## config.mk

```make
export PLATFORM = sky130hd
export DESIGN_NAME = bip8_ctx_engine
export DESIGN_NICKNAME = d
export VERILOG_FILES = /design/src/rtl/bip8_pkg.sv /design/src/rtl/bip8_lane_fold.sv /design/src/rtl/bip8_popcnt.sv /design/src/rtl/bip8_ctx_store.sv /design/src/rtl/bip8_ctx_engine.sv
export SDC_FILE = /design/constraint.sdc
export NUM_CORES = 1
export LEC_CHECK = 0
export CORE_MARGIN = 2
export CORE_UTILIZATION = 43
export CTS_BUF_LIST = sky130_fd_sc_hd__clkbuf_16
export DETAILED_ROUTE_END_ITERATION = 8
export PLACE_DENSITY = 0.74
export SETUP_SLACK_MARGIN = 0.1
export SYNTH_ARGS = -nofsm -noshare
export SYNTH_HDL_FRONTEND = slang
export SYNTH_HIERARCHICAL = 1
export SYNTH_SLANG_ARGS = --single-unit
```

## constraint.sdc

```tcl
create_clock -name clk -period 6 [get_ports clk]
set_input_delay 1.2 -clock clk [delete_from_list [all_inputs] [get_ports clk]]
set_output_delay 1.2 -clock clk [all_outputs]
set_load 0.03 [all_outputs]
```

## src/rtl/bip8_pkg.sv

```systemverilog
package bip8_pkg;
  localparam int unsigned BYTE_W = 8;

  typedef struct packed {
    logic [BYTE_W-1:0] acc;      // running parity of the current frame
    logic [BYTE_W-1:0] exp;      // parity of the last complete frame
    logic              primed;   // a start of frame has been seen
    logic              exp_vld;  // exp covers a whole frame
  } port_ctx_t;
endpackage

```

## src/rtl/bip8_lane_fold.sv

```systemverilog
module bip8_lane_fold #(
  parameter int unsigned LANES = 9
) (
  input  logic [LANES*8-1:0] word,
  output logic [7:0]         parity
);
  logic [7:0] chain [LANES+1];

  assign chain[0] = 8'h00;
  for (genvar g = 0; g < LANES; g++) begin : g_lane
    assign chain[g+1] = chain[g] ^ word[g*8 +: 8];
  end
  assign parity = chain[LANES];
endmodule

```

## src/rtl/bip8_popcnt.sv

```systemverilog
module bip8_popcnt (
  input  logic [7:0] vec,
  output logic [3:0] count
);
  logic [3:0] sum [9];

  assign sum[0] = 4'd0;
  for (genvar g = 0; g < 8; g++) begin : g_bit
    assign sum[g+1] = sum[g] + {3'b000, vec[g]};
  end
  assign count = sum[8];
endmodule

```

## src/rtl/bip8_ctx_store.sv

```systemverilog
module bip8_ctx_store
  import bip8_pkg::*;
#(
  parameter int unsigned NUM_PORTS = 4,
  parameter int unsigned PW        = 2
) (
  input  logic              clk,
  input  logic              rst_n,
  input  logic [PW-1:0]     rd_idx,
  output port_ctx_t         rd_ctx,
  input  logic              wr_en,
  input  logic [PW-1:0]     wr_idx,
  input  port_ctx_t         wr_ctx
);
  port_ctx_t ctx_q [NUM_PORTS];

  for (genvar g = 0; g < NUM_PORTS; g++) begin : g_entry
    logic hit;
    assign hit = wr_en && (wr_idx == PW'(g));
    always_ff @(posedge clk or negedge rst_n) begin
      if (!rst_n) begin
        ctx_q[g] <= '0;
      end else if (hit) begin
        ctx_q[g] <= wr_ctx;
      end
    end
  end

  always_comb begin
    rd_ctx = '0;
    for (int i = 0; i < NUM_PORTS; i++) begin
      if (rd_idx == PW'(i)) rd_ctx = ctx_q[i];
    end
  end
endmodule

```

## src/rtl/bip8_ctx_engine.sv

```systemverilog
module bip8_ctx_engine
  import bip8_pkg::*;
#(
  parameter int unsigned NUM_PORTS = 4,
  parameter int unsigned LANES     = 9,
  parameter int unsigned PW        = (NUM_PORTS > 1) ? $clog2(NUM_PORTS) : 1
) (
  input  logic               clk,
  input  logic               rst_n,
  input  logic               in_valid,
  input  logic [PW-1:0]      in_port,
  input  logic [LANES*8-1:0] in_data,
  input  logic               in_sof,
  input  logic               in_b1pos,
  input  logic               in_dup,
  output logic               chk_valid,
  output logic [PW-1:0]      chk_port,
  output logic               b1_err,
  output logic [3:0]         err_bits
);
  // working register: the context being rewritten this cycle
  port_ctx_t  cur_ctx;
  port_ctx_t  nxt_ctx;
  logic [7:0] word_par;
  logic       port_ok;
  logic       take;
  logic [7:0] exp_now;
  logic       exp_now_vld;
  logic [7:0] diff;
  logic [3:0] diff_cnt;

  logic          chk_valid_d, b1_err_d;
  logic [PW-1:0] chk_port_d;
  logic [3:0]    err_bits_d;

  bip8_lane_fold #(.LANES(LANES)) u_fold (
    .word   (in_data),
    .parity (word_par)
  );

  bip8_ctx_store #(.NUM_PORTS(NUM_PORTS), .PW(PW)) u_store (
    .clk    (clk),
    .rst_n  (rst_n),
    .rd_idx (in_port),
    .rd_ctx (cur_ctx),
    .wr_en  (take),
    .wr_idx (in_port),
    .wr_ctx (nxt_ctx)
  );

  bip8_popcnt u_pop (
    .vec   (diff),
    .count (diff_cnt)
  );

  assign port_ok = (32'(in_port) < NUM_PORTS);
  assign take    = in_valid && !in_dup && port_ok;

  // context update
  always_comb begin
    nxt_ctx = cur_ctx;
    if (in_sof) begin
      nxt_ctx.exp     = cur_ctx.acc;
      nxt_ctx.exp_vld = cur_ctx.primed;
      nxt_ctx.primed  = 1'b1;
      nxt_ctx.acc     = word_par;
    end else begin
      nxt_ctx.acc     = cur_ctx.acc ^ word_par;
    end
  end

  // comparison against the value valid for this word
  always_comb begin
    exp_now     = in_sof ? cur_ctx.acc    : cur_ctx.exp;
    exp_now_vld = in_sof ? cur_ctx.primed : cur_ctx.exp_vld;
    diff        = exp_now ^ in_data[7:0];
  end

  always_comb begin
    chk_valid_d = take && in_b1pos && exp_now_vld;
    chk_port_d  = chk_valid_d ? in_port : '0;
    err_bits_d  = chk_valid_d ? diff_cnt : 4'd0;
    b1_err_d    = chk_valid_d && (diff != 8'h00);
  end

  always_ff @(posedge clk or negedge rst_n) begin
    if (!rst_n) begin
      chk_valid <= 1'b0;
      chk_port  <= '0;
      b1_err    <= 1'b0;
      err_bits  <= 4'd0;
    end else begin
      chk_valid <= chk_valid_d;
      chk_port  <= chk_port_d;
      b1_err    <= b1_err_d;
      err_bits  <= err_bits_d;
    end
  end
endmodule

```

==> results.cfg <==
[status]
status = finished, final reports clean

[timing]
finalHoldViolCount = 0
setup_slack_ns = 0.7233
min_period_over_period_pct = 87.95
fin_tns_setup_ns = 0
fin_crit_ns = 5.277
fmax_ghz = 0.1895
relSlewSlack_pct = 20.92
fin_skew_ns = 0.005496
drv_slew = 0
worst_slew_pin_slew_ns = 1.185
rsz0062_at_grt = no
setup_viol = 0
hold_ws_ns = 0.5022

[place]
port_buffers = 87
gp_congestion = 0.7173
hpwl_um = 6210
place_area_mm2 = 0.005634
preCtsSetupSlack_ns = 0.3564
dp.cells = 527

[pwr]
irDropWorstVdd_mv = 0.2045
power_leakage_nw = 2.568
power_density_mw_per_mm2 = 447.6

[logic_synthesis]
ys_ff_latch = 80
seq_area_frac_synth_pct = 43.23
syn_nets = 398
syn-cell-area_mm2 = 0.004631
synthDistinctLibCells = 28
yosys_warnings = 6
synth_cells = 311
avgSynthCellArea_um2 = 14.89

[route]
drtPass1Iterations = 4
viasPerCell = 5.006
vias = 2718
wl_per_cell_um = 16.84
final_antenna_net_count = 0
drt-initial-drc-count = 73
wirelength_um = 9146
drc = 0

[final_layout]
final_area_mm2 = 0.005979
n_antenna_cell = 0
nFillCells = 847
fin_nets = 489
finalNonFillerCells = 543
area_growth_pct = 29.13
drive_gt1_share_pct = 34.15

[worst_setup_path]
required_ns = 6.23
crit_path_max_fanout = 23
rr_startpoint = u_store/ctx_q[11]$_DFFE_PN0P_
r2r.worst_path.cells = 13
worstSetupPathType = input port to register
worst_ep_arrival_time_ns = 5.50
cp_cell_sequence = clkdlybuf4s50_1 -> buf_12 -> mux4_2 -> mux2_2 -> xor2_1 -> inv_1 -> fa_1 -> fa_1 -> fa_1 -> inv_1 -> ha_1 -> inv_1 -> fa_1 -> inv_1 -> and2_1
worstSetupEndpointType = register
worstSetupStartpoint = in_port[0]
startpoint_type = input port
slowest_stage = mux4_2
cpPeakStageDelay_ns = 0.54

[clock_tree]
path_clk_slew_ns = 0.06
cts-buffers-inserted = 9
cts.sinks = 80
cts_resized = 0
cts_root_buf = clkbuf_16
cts_tree = done
clock_latency_ns = 0.34
cts_hold_buf = 0
post_cts_buffers = 0
cts_buffer_depth = 2
htree_levels = 3

[floorplanning]
ios = 88
start_util_pct = 44.65
coreArea_mm2 = 0.01037
die_w_um = 107.8
die_y_um = 107.8
row_count = 37
dieArea_mm2 = 0.01162

[grt]
grt_most_used_layer = met2
grt_overflow_total = 0
groute.layer.met2.usage_pct = 30.28
use_met1_pct = 20.74
gr-usage-all-layers_pct = 17.17
grt_pass1_wl_um = 15130
use_met3_pct = 3.814
grt_pass1_vias = 3045
antenna_found_initial = 0
grt_max_degree = 81

[min_path]
hp-class = register to register
hp-start = u_store/ctx_q[46]$_DFFE_PN0P_
min_path_cells = 1

[job]
cap_violations = 0
-- power breakdown --
part	switching, mW	internal [mW]	leakage, nW	total, mW
combinational	0.494	0.649	1.41	1.14
sequential	0.124	0.787	0.990	0.911
clock	0.217	0.407	0.166	0.623
total	0.834	1.84	2.57	2.68
-- area by class of cell --
class | count | area (um2) | share of cell area [%]
Multi-Input combinational cell | 205 | 2491 | 41.66
Clock buffer | 9 | 225.2 | 3.766
Sequential cell | 80 | 2002 | 33.48
Timing Repair Buffer | 92 | 918.4 | 15.36
Tap cell | 136 | 170.2 | 2.846
Clock inverter | 7 | 120.1 | 2.009
Inverter | 14 | 52.55 | 0.8788
-- worst max-delay path, delay by kind of cell --
kind          cells  cell delay, ns
fa+ha+maj         5            2.07
mux               2            0.86
simple gates      1            0.13
buf+inv           6            0.97
xor+xnor          1            0.25
-- flip-flops by register name (all words and copies together), names as in the netlist --
name and flops:
u_store/ctx_q 72, err_bits 4, chk_valid 1, chk_port 2, b1_err 1
-- synthesized netlist by cell type --
cell type	instances	area (um2)
xor2_2	3	48.80
nand3b_2	2	22.52
xnor3_1	8	180.2
nor2b_1	2	12.51
nor3b_1	1	7.510
mux4_2	18	405.4
buf_2	3	15.01
dfrtp_1	80	2002
clkbuf_8	1	13.76
buf_4	4	30.03
clkbuf_1	1	3.750
nand3_2	1	10.01
mux2_2	75	844.6
xnor2_2	8	130.1
or2_2	1	6.260
fa_1	4	80.08
a21oi_1	1	5.000
ha_1	3	37.54
buf_6	3	33.78
mux2_4	6	90.09
inv_1	14	52.55
and2_1	6	37.54
nor4_2	2	25.02
xor2_1	13	113.9
a21boi_1	1	7.510
xnor2_1	41	359.1
nand2b_1	8	50.05
and3_1	1	6.260
-- stage by stage --
stage	power [mW]	utilization, %
4_1_cts	2.703	57.66
6_report	2.677	57.66
3_5_place_dp	2.053	54.33
5_1_grt	2.893	57.66
3_3_place_gp	2.012	54.33
2_1_floorplan	1.776	-
-- final timing paths --
path	to	slack, ns
max	err_bits[1]$_DFF_PN0_	0.72
min	u_store/ctx_q[46]$_DFFE_PN0P_	0.50
max reg2reg	err_bits[1]$_DFF_PN0_	2.00
min reg2reg	u_store/ctx_q[46]$_DFFE_PN0P_	0.50
max in group asynchronous	u_store/ctx_q[71]$_DFFE_PN0P_	4.35
min in group asynchronous	u_store/ctx_q[32]$_DFFE_PN0P_	1.04
-- routing by layer --
metal / vias up / wire length (um)
li1: 1259 / -
met1: 1388 / 3765
met2: 60 / 4810
met3: 11 / 447
met4: 0 / 122
met5: - / 0
-- placed cells by master (no fill, tap or decap), drive strengths merged, types with 3 or more instances in the layout --
| master | count |
|---|---|
| mux2 | 81 |
| dfrtp | 80 |
| xnor2 | 49 |
| xnor3 | 8 |
| bufinv | 3 |
| and2 | 6 |
| clkinv | 3 |
| clkdlybuf4s50 | 86 |
| buf | 6 |
| clkbuf | 9 |
| nand2b | 8 |
| mux4 | 18 |
| inv | 14 |
| xor2 | 16 |
| fa | 4 |
| ha | 3 |
-- cells by family (layout without fill, tap and decap cells) --
family | count (synthesis) | in the layout | synth area share, %
flops | 80 | 80 | 43.23
mux | 99 | 99 | 28.94
buf+inv | 26 | 122 | 3.215
compound gates | 2 | 2 | 0.2702
fa+ha+maj | 7 | 7 | 2.540
xor+xnor | 73 | 73 | 17.97
simple gates | 24 | 24 | 3.837
(Power assumes the default switching activity.)
